===== src/rtl/chan_irq_pkg.sv =====
package chan_irq_pkg;

   typedef enum logic {
      CLR_ON_READ = 1'b0,
      CLR_BY_W1C  = 1'b1
   } clr_mode_e;

   function automatic int unsigned addr_bits(input int unsigned n);
      return (n > 1) ? $clog2(n) : 1;
   endfunction

endpackage


===== src/rtl/chan_irq_word.sv =====
module chan_irq_word
   import chan_irq_pkg::*;
#(
   parameter int unsigned WORD_W = 32
) (
   input  logic              clk,
   input  logic              rst,
   input  logic [WORD_W-1:0] ev_set,
   input  logic              rd_hit,
   input  logic              wr_hit,
   input  logic [WORD_W-1:0] wr_mask,
   input  clr_mode_e         mode,
   output logic [WORD_W-1:0] st_q
);

   logic [WORD_W-1:0] clr_mask;
   logic [WORD_W-1:0] st_d;

   // Clear source depends on the mode; the other access type is inert.
   always_comb begin
      clr_mask = '0;
      unique case (mode)
         CLR_ON_READ: if (rd_hit) clr_mask = st_q;
         CLR_BY_W1C:  if (wr_hit) clr_mask = wr_mask;
         default:     clr_mask = '0;
      endcase
   end

   // Set has priority over a clear hitting the same bit.
   assign st_d = (st_q & ~clr_mask) | ev_set;

   always_ff @(posedge clk) begin
      if (rst) st_q <= '0;
      else     st_q <= st_d;
   end

endmodule


===== src/rtl/chan_irq_busdec.sv =====
module chan_irq_busdec #(
   parameter int unsigned NUM_WORDS = 2,
   parameter int unsigned WORD_W    = 32,
   parameter int unsigned ADDR_W    = 1
) (
   input  logic                        host_rd,
   input  logic                        host_wr,
   input  logic [ADDR_W-1:0]           host_addr,
   input  logic [NUM_WORDS*WORD_W-1:0] st_flat,
   output logic [NUM_WORDS-1:0]        rd_hit,
   output logic [NUM_WORDS-1:0]        wr_hit,
   output logic [WORD_W-1:0]           host_rdata
);

   logic [NUM_WORDS-1:0] sel;

   for (genvar w = 0; w < NUM_WORDS; w++) begin : g_dec
      assign sel[w]    = (host_addr == ADDR_W'(w));
      assign rd_hit[w] = host_rd & sel[w];
      assign wr_hit[w] = host_wr & sel[w];
   end

   always_comb begin
      host_rdata = '0;
      for (int w = 0; w < NUM_WORDS; w++) begin
         if (rd_hit[w]) host_rdata = st_flat[w*WORD_W +: WORD_W];
      end
   end

endmodule


===== src/rtl/chan_irq_reqgen.sv =====
module chan_irq_reqgen #(
   parameter int unsigned NUM_WORDS   = 2,
   parameter int unsigned WORD_W      = 32,
   parameter bit          ALLOW_MERGE = 1'b1
) (
   input  logic                        clk,
   input  logic                        rst,
   input  logic                        merge_en,
   input  logic [NUM_WORDS*WORD_W-1:0] st_flat,
   output logic [NUM_WORDS-1:0]        irq
);

   logic [NUM_WORDS-1:0] any_pend;
   logic [NUM_WORDS-1:0] irq_d;

   for (genvar w = 0; w < NUM_WORDS; w++) begin : g_any
      assign any_pend[w] = |st_flat[w*WORD_W +: WORD_W];
   end

   if (ALLOW_MERGE) begin : g_merge
      for (genvar w = 0; w < NUM_WORDS; w++) begin : g_line
         if (w == 0) begin : g_first
            assign irq_d[w] = merge_en ? (|any_pend) : any_pend[0];
         end else begin : g_rest
            assign irq_d[w] = ~merge_en & any_pend[w];
         end
      end
   end else begin : g_split
      assign irq_d = any_pend;
   end

   always_ff @(posedge clk) begin
      if (rst) irq <= '0;
      else     irq <= irq_d;
   end

endmodule


===== src/rtl/chan_irq_status.sv =====
module chan_irq_status
   import chan_irq_pkg::*;
#(
   parameter int unsigned NUM_CH      = 64,
   parameter int unsigned WORD_W      = 32,
   parameter bit          ALLOW_MERGE = 1'b1,
   localparam int unsigned NUM_WORDS  = NUM_CH / WORD_W,
   localparam int unsigned ADDR_W     = addr_bits(NUM_CH / WORD_W)
) (
   input  logic                 clk,
   input  logic                 rst,
   input  logic [NUM_CH-1:0]    chan_done,
   input  logic [NUM_CH-1:0]    chan_err,
   input  logic                 merge_en,
   input  logic                 clr_w1c,
   input  logic                 host_rd,
   input  logic                 host_wr,
   input  logic [ADDR_W-1:0]    host_addr,
   input  logic [WORD_W-1:0]    host_wdata,
   output logic [WORD_W-1:0]    host_rdata,
   output logic [NUM_WORDS-1:0] irq
);

   if (WORD_W == 0 || NUM_CH == 0) begin : g_bad_size
      $error("chan_irq_status: NUM_CH and WORD_W must be non-zero");
   end
   if ((NUM_CH % WORD_W) != 0) begin : g_bad_split
      $error("chan_irq_status: NUM_CH must be a multiple of WORD_W");
   end

   logic [NUM_CH-1:0]    ev_any;
   logic [NUM_CH-1:0]    st_flat;
   logic [NUM_WORDS-1:0] rd_hit;
   logic [NUM_WORDS-1:0] wr_hit;
   clr_mode_e            mode;

   assign ev_any = chan_done | chan_err;
   assign mode   = clr_w1c ? CLR_BY_W1C : CLR_ON_READ;

   chan_irq_busdec #(
      .NUM_WORDS (NUM_WORDS),
      .WORD_W    (WORD_W),
      .ADDR_W    (ADDR_W)
   ) u_dec (
      .host_rd    (host_rd),
      .host_wr    (host_wr),
      .host_addr  (host_addr),
      .st_flat    (st_flat),
      .rd_hit     (rd_hit),
      .wr_hit     (wr_hit),
      .host_rdata (host_rdata)
   );

   for (genvar w = 0; w < NUM_WORDS; w++) begin : g_word
      chan_irq_word #(
         .WORD_W (WORD_W)
      ) u_word (
         .clk     (clk),
         .rst     (rst),
         .ev_set  (ev_any[w*WORD_W +: WORD_W]),
         .rd_hit  (rd_hit[w]),
         .wr_hit  (wr_hit[w]),
         .wr_mask (host_wdata),
         .mode    (mode),
         .st_q    (st_flat[w*WORD_W +: WORD_W])
      );
   end

   chan_irq_reqgen #(
      .NUM_WORDS   (NUM_WORDS),
      .WORD_W      (WORD_W),
      .ALLOW_MERGE (ALLOW_MERGE)
   ) u_req (
      .clk      (clk),
      .rst      (rst),
      .merge_en (merge_en),
      .st_flat  (st_flat),
      .irq      (irq)
   );

endmodule


===== config.mk =====
export PLATFORM = sky130hd
export DESIGN_NAME = chan_irq_status
export DESIGN_NICKNAME = d
export VERILOG_FILES = /design/src/rtl/chan_irq_pkg.sv /design/src/rtl/chan_irq_word.sv /design/src/rtl/chan_irq_busdec.sv /design/src/rtl/chan_irq_reqgen.sv /design/src/rtl/chan_irq_status.sv
export SDC_FILE = /design/constraint.sdc
export NUM_CORES = 1
export LEC_CHECK = 0
export ABC_AREA = 1
export BUFFER_PORTS_ARGS = -buffer_cell sky130_fd_sc_hd__buf_2
export CAP_MARGIN = 40
export CORE_ASPECT_RATIO = 1.2
export CORE_MARGIN = 8
export CORE_UTILIZATION = 51
export CTS_CLUSTER_SIZE = 40
export DETAILED_ROUTE_END_ITERATION = 8
export GPL_ROUTABILITY_DRIVEN = 0
export HOLD_SLACK_MARGIN = 0.08
export PLACE_DENSITY_LB_ADDON = 0.12
export SETUP_SLACK_MARGIN = 0.4
export SLEW_MARGIN = 20
export SYNTH_ARGS = -nofsm -noshare
export SYNTH_HDL_FRONTEND = slang
export SYNTH_HIERARCHICAL = 1
export SYNTH_SLANG_ARGS = --single-unit

===== constraint.sdc =====
create_clock -name clk -period 2.7 [get_ports clk]
set_input_delay 0.54 -clock clk [delete_from_list [all_inputs] [get_ports clk]]
set_output_delay 0.54 -clock clk [all_outputs]
set_load 0.01 [all_outputs]

==> summary.md, run 1 <==
| Metric | Value |
|---|---|
| Tcrit/Tclk final | `0.743` |
| Total negative slack | `0 ns` |
| Clock tree from TritonCTS | `done` |
| H-tree depth | `3` |
| Routed via count | `5036` |
| Wire length of the first global-routing pass | `24000 um` |
| Worst clock skew on the final layout | `~0.008 ns` |
| Number of search-and-repair iterations in the first detailed-routing pass | `5` |
| # nets final | `~1100` |
| Die Span X | `around 110 um` |
| Number of buffers added by the clock tree synthesis step | `9` |
| Logic depth of the worst setup path including buffers | `5` |
| Cell seen most often among critical-path stages | `buf_2` |
| Post-detailed-route DRC marker count | `0` |
| Highest achievable clock rate | `approximately 0.5 GHz` |
| Syn_nets | `just under 900` |
| Highest net fanout along the worst path | `32` |
| Hold buffer count at cts | `0` |
| Worst-path clk slew | `0.05 ns` |
| Syn. warnings | `6` |
| Number of cells on the worst hold path | `2` |
| Power per unit of standard cell area | `roughly 470 nW/um^2` |
| Initial antenna violation count | `0` |
| Total leakage power | `about 3.8 nW` |
| Number of storage elements in the synthesis netlist | `66` |
| Final period demand of the worst path | `approximately 2.0 ns` |
| Crit path DAT | `about 1.5 ns` |
| Critical Path Max Stage Delay | `roughly 0.35 ns` |
| Placement row count | `39` |
| Post-place setup slack | `between 0.7 and 0.8 ns` |
| Unrepaired setup endpoints after global routing | `no` |
| Core outline area | `9560 sq um` |
| Most common library cell in the layout ignoring fill and taps | `buf_2` |
| Avg Cell Area, Syn | `6.91 sq um` |
| Buf+Inv Stages, Crit Path | `3` |
| Overall die area | `13300 sq um` |
| Ratio of cells with drive above 1 in the final layout | `0.410` |
| Number of hold-slack violations in the final timing report | `0` |
| Setup Fix Bufs, Post-CTS | `0` |
| Number of buffers on the longest clock path | `2` |
| Avg Vias per Cell | `between 4 and 5` |
| Total wirelength of the detailed-routed design | `14700 um` |
| Worst hold path type | `in2reg` |
| Number of resized instances in the post-cts repair step | `0` |
| GRT Util Overall | `0.218` |
| Family with the most delay on the worst path | `buffers and inverters` |
| Finish-stage setup viols | `0` |
| Category of the worst setup path launch point | `input port` |
| Clock Latency Late Sink | `0.33 ns` |
| Type of the setup path with the least slack | `in2out` |
| Layout overhead on the synthesized area | `23.4%` |
| Initial DRC count | `roughly 280` |
| Via count of the first global-routing pass | `5174` |
| Worst setup margin | `between 0.6 and 0.7 ns` |
| Initial cell density of the core | `0.526` |
| Total of fill cells in the finished design | `just over 900` |
| Cell variety after synth | `18` |
| Cell-by-cell listing of the critical path | `buf_2 -> inv_4 -> nand3_1 -> nand2_1 -> buf_2` |
| Most used cells in the layout excluding fill and tap cells | `buf_2, inv_1, nand2_1, nand3_1, nand3_2` |
| Routed length per instance | `about 14 um` |
| CP required | `2.16 ns` |
| Sink count of the clock tree | `66` |
| Number of violations of the max-capacitance limit | `0` |
| Post-detailed-placement half-perimeter wirelength | `approximately 11000 um` |
| Cell count of the worst reg-to-reg path | `6` |
| Height of the die | `between 100 and 150 um` |
| Total I/O pin count | `201` |
| Rel. slew slack | `0.510` |
| Element type at the critical path end | `primary output` |
| VDD IR-drop max | `between 0.0002 and 0.0003 V` |
| ANT cells | `0` |
| Clock root buffer | `clkbuf_16` |
| Count of nets left with antenna violations after detail routing | `0` |
| Pin count of the biggest net entering global routing | `67` |
| Grt ovf | `0` |
| Port bufs | `200` |
| Number of standard cells after synthesis | `around 730` |
| Netlist area before placement | `~5000 sq um` |
| Slew at the pin closest to its max-slew limit | `~0.73 ns` |
| Fin. max-slew vios | `0` |
| Sequential fraction of the synthesis area | `0.263` |
| Status | `completed` |
| Worst path slowest cell | `inv_4` |
-- cell families (layout without fill, tap and decap cells) --
group | after synthesis | count (layout) | share of synthesized area
buffers and inverters | 239 | 426 | 0.226
AND/OR/NAND/NOR | 357 | 357 | 0.401
AO/OA/AOI/OAI | 66 | 66 | 0.110
flip-flops | 66 | 66 | 0.263
-- registers in the layout, summed over array words and instances, names as in the netlist --
signal	cells
u_req/irq	2
g_word.u_word/st_q	64
-- cell usage after synthesis --
library cell    n  share of area
inv_1         194           0.14
nand2_1       118          0.088
nand3_1       112           0.11
nand3_2        80           0.16
dfxtp_1        66           0.26
a21oi_2        60           0.10
nor2_1         44          0.033
buf_2          20          0.020
buf_6           8          0.018
buf_12          7          0.028
a21oi_1         5         0.0050
buf_4           3         0.0045
inv_4           3         0.0037
buf_8           2         0.0060
inv_2           2         0.0015
nand2_8         2         0.0080
nor3_1          1        0.00099
o21ai_1         1        0.00099
-- report_power, final --
part,leakage [nW],internal [mW],total [mW],switching (mW)
registers,0.556,1.05,1.12,0.0735
clock network,0.151,0.759,1.18,0.420
logic,3.10,0.271,0.622,0.352
total,3.80,2.08,2.92,0.846
-- final timing paths --
check | startpoint | to | slack [ns]
min | merge_en | u_req/irq[1] | 0.41
max | host_addr | host_rdata[14] | 0.69
min reg2reg | g_word[0].u_word/st_q[1] | g_word[0].u_word/st_q[1] | 0.49
max reg2reg | g_word[1].u_word/st_q[17] | u_req/irq[0] | 1.48
-- per-stage QoR --
step           cell area [sq um]  hold slack [ns]  total power, mW  instances   util
6_report                    6210            0.409             2.92       1038  0.649
5_1_grt                     6210            0.423             3.07       1038  0.649
4_1_cts                     6210            0.397             2.94       1038  0.649
3_5_place_dp                5900            0.481             1.76       1022  0.617
3_3_place_gp                5900            0.474             1.75       1022  0.617
2_1_floorplan               5030            0.464             1.54        728      -
-- cell type report --
type                    instances  area, sq um  area share
multi-input cells             423         2570       0.415
flip-flops and latches         66         1320       0.213
repair buffers                211         1100       0.177
inverters                     199          754       0.122
clock buffers                  11          253      0.0407
well taps                     123          154      0.0248
clock inverters                 5         52.6     0.00847
-- routing by layer --
metal,share of wire,track usage,wire (um),vias to the layer above
li1,-,-,-,2587
met1,0.40,0.240,5860,2240
met2,0.51,0.393,7540,195
met3,0.073,0.0492,1080,14
met4,0.014,0.0813,210,0
met5,0,0,0,-
No activity file was read; power rests on OpenSTA's default activity.
==> run 2, diff against run 1 <==
--- a/config.mk
+++ b/config.mk
@@ -10,7 +10,7 @@
 export CAP_MARGIN = 40
 export CORE_ASPECT_RATIO = 1.2
 export CORE_MARGIN = 8
-export CORE_UTILIZATION = 51
+export CORE_UTILIZATION = 45
 export CTS_CLUSTER_SIZE = 40
 export DETAILED_ROUTE_END_ITERATION = 8
 export GPL_ROUTABILITY_DRIVEN = 0
==> constraint.sdc (replaced) <==
create_clock -name clk -period 1.6 [get_ports clk]
set_input_delay 0.32 -clock clk [delete_from_list [all_inputs] [get_ports clk]]
set_output_delay 0.32 -clock clk [all_outputs]
set_load 0.01 [all_outputs]
==> summary.md, run 2 (same netlist as run 1, synthesis figures left out) <==
| Metric | Value |
|---|---|
| Status | `completed` |
| Ratio of cells with drive above 1 in the final layout | `0.587 (+0.177)` |
| Height of the die | `132 um (+5.6%)` |
| Tcrit/Tclk final | `0.793` |
| Crit path DAT | `0.95 ns (-0.52 ns)` |
| Sink count of the clock tree | `66 (unchanged)` |
| Pin count of the biggest net entering global routing | `33 (-51%)` |
| Final std cells w/o fill | `1127 (+8.6%)` |
| GRT Util Overall | `0.216 (-0.00267)` |
| Layout overhead on the synthesized area | `49.9%` |
| Post-detailed-route DRC marker count | `0 (unchanged)` |
| Finish-stage setup viols | `0 (unchanged)` |
| Number of hold-slack violations in the final timing report | `0 (unchanged)` |
| Core outline area | `11000 sq um (+15%)` |
| CP required | `1.28 ns (-0.88 ns)` |
| Placement row count | `42 (+7.7%)` |
| VDD IR-drop max | `0.000549 V (+83%)` |
| Wire length of the first global-routing pass | `26600 um (+11%)` |
| Grt ovf | `0 (unchanged)` |
| Critical Path Max Stage Delay | `0.32 ns (-0.03 ns)` |
| Highest achievable clock rate | `just under 0.8 GHz` |
| Total leakage power | `4.35 nW (+14%)` |
| Area of the multi-input gates | `2850 sq um (+11%)` |
| Final core area utilization | `0.686 (+0.0373)` |
| Type of the setup path with the least slack | `reg2out` |
| Cell-by-cell listing of the critical path | `nand3_1 -> nand2_2 -> buf_6` |
| Total negative slack | `0 ns (unchanged)` |
| Avg Vias per Cell | `4.87 (+0.46%)` |
| Total I/O pin count | `201 (unchanged)` |
| Number of buffers added by the clock tree synthesis step | `9 (unchanged)` |
| Buf+Inv Stages, Crit Path | `1 (-2)` |
| Total wirelength of the detailed-routed design | `16800 um (+15%)` |
| Number of search-and-repair iterations in the first detailed-routing pass | `7 (+2)` |
| Worst-path clk slew | `0.06 ns (about the same)` |
| Register with the most flip-flops | `g_word.u_word/st_q` |
| Rel. slew slack | `0.705 (+0.195)` |
| Largest registers | `g_word.u_word/st_q x64, u_req/irq x2` |
| Initial DRC count | `302 (+9.8%)` |
| Power per unit of standard cell area | `754 nW/um^2 (+60%)` |
| Count of placed standard cells including taps | `1037 (+1.5%)` |
| Count of nets left with antenna violations after detail routing | `0 (unchanged)` |
| Initial antenna violation count | `1 (+1)` |
| Worst path slowest cell | `dfxtp_2` |
| Unrepaired setup endpoints after global routing | `yes` |
| Number of buffers on the longest clock path | `2 (unchanged)` |
| Total of fill cells in the finished design | `918 (+1.2%)` |
| H-tree depth | `3 (unchanged)` |
| Element type at the critical path end | `primary output` |
| Max FFs per register | `64 (unchanged)` |
| Routed via count | `5493 (+9.1%)` |
| Fin. max-slew vios | `0 (unchanged)` |
| Worst clock skew on the final layout | `0.00870 ns (+0.000800 ns)` |
| Hold buffer count at cts | `0 (unchanged)` |
| Footprint of the flip-flops and latches | `1400 sq um (+6.3%)` |
| Most used cells in the layout excluding fill and tap cells | `inv_1, buf_2, nand3_2, nand2_1, nand3_1` |
| Port bufs | `200 (unchanged)` |
| Clock tree from TritonCTS | `done` |
| # nets final | `1156 (+7.3%)` |
| Worst hold path type | `in2reg` |
| Routed length per instance | `14.9 um (+5.6%)` |
| Category of the worst setup path launch point | `flop` |
| Family with the most delay on the worst path | `flip-flops` |
| Clock root buffer | `clkbuf_16` |
| Via count of the first global-routing pass | `5745 (+11%)` |
| Highest net fanout along the worst path | `2 (-94%)` |
| Number of violations of the max-capacitance limit | `0 (unchanged)` |
| Initial cell density of the core | `0.458 (-0.0679)` |
| Final period demand of the worst path | `between 1 and 1.5 ns` |
| Post-detailed-placement half-perimeter wirelength | `11500 um (+3.2%)` |
| Overall die area | `14800 sq um (+11%)` |
| Most common library cell in the layout ignoring fill and taps | `inv_1` |
| Clock Latency Late Sink | `0.32 ns (about the same)` |
| Slew at the pin closest to its max-slew limit | `0.443 ns (-0.292 ns)` |
| Die Span X | `113 um (+5.5%)` |
[run 2: cell count changes in the layout (fill, tap and decap cells not counted), moves of 12 or more]
cell,change
buf_2,-14
buf_4,+65
buf_6,+12
dfxtp_1,-64
dfxtp_2,+63
nand2_1,-14
nand2_2,+14
nand3_1,-30
nand3_2,+30
nor2_1,-20
nor2_2,+14
[run 2: final cells by class]
type,instances,area share
Multi-Input combinational cell,424,0.379
Timing Repair Buffer,289,0.264
Sequential cell,66,0.186
Inverter,199,0.102
Clock buffer,12,0.0340
Tap cell,132,0.0219
Clock inverter,4,0.0130
Antenna cell,1,0.000332
[run 2: timing repair]
| action | CTS | global route |
|---|---|---|
| hold endpoints to repair | 0 | 0 |
| resized for setup | 112 | 56 |
| cloned | 5 | 1 |
| setup buffers | 63 | 4 |
| pin swaps | 25 | 36 |
| setup endpoints to repair | 32 | 39 |
[run 2: path summary, 6_finish.rpt]
check                                          startpoint                   endpoint  slack (ns)  cells past startpoint
worst max-delay path            g_word[1].u_word/st_q[27]             host_rdata[27]        0.33                      3
worst min-delay path                             merge_en               u_req/irq[1]        0.23                      2
worst max register to register  g_word[1].u_word/st_q[24]               u_req/irq[0]        0.43                      7
worst min register to register  g_word[1].u_word/st_q[27]  g_word[1].u_word/st_q[27]        0.59                      3
[run 2: per-layer routing]
| metal | global-route usage | up-vias | share of wire |
|---|---|---|---|
| met4 | 0.0804 | 0 | 0.020 |
| met2 | 0.390 | 220 | 0.52 |
| met1 | 0.239 | 2492 | 0.40 |
| li1 | - | 2752 | - |
| met5 | 0 | - | 0 |
| met3 | 0.0504 | 29 | 0.066 |
[run 2: worst register-to-register path: cells and delay by family, from the launching register on]
kind                   cells  cell delay (ns)
DFF                        1             0.32
AOI/OAI and AO/OA          2             0.18
and+or+nand+nor            4             0.40
buffers and inverters      1             0.13
[run 2: power breakdown]
group / switching (mW) / leakage [nW] / internal, mW
Combinational: 0.763 / 3.62 / 0.723
Clock: 0.714 / 0.169 / 1.61
Sequential: 0.0849 / 0.562 / 1.79
[run 2: stage by stage]
step | area [sq um] | hold WS [ns] | setup WS [ns] | power, mW
2_1_floorplan | 5090 | 0.389 | 0.403 | 2.62
3_3_place_gp | 6030 | 0.475 | 0.163 | 2.98
3_5_place_dp | 6030 | 0.480 | 0.135 | 3.01
4_1_cts | 7260 | 0.200 | 0.331 | 5.60
5_1_grt | 7530 | 0.214 | 0.289 | 5.93
6_report | 7540 | 0.230 | 0.331 | 5.68
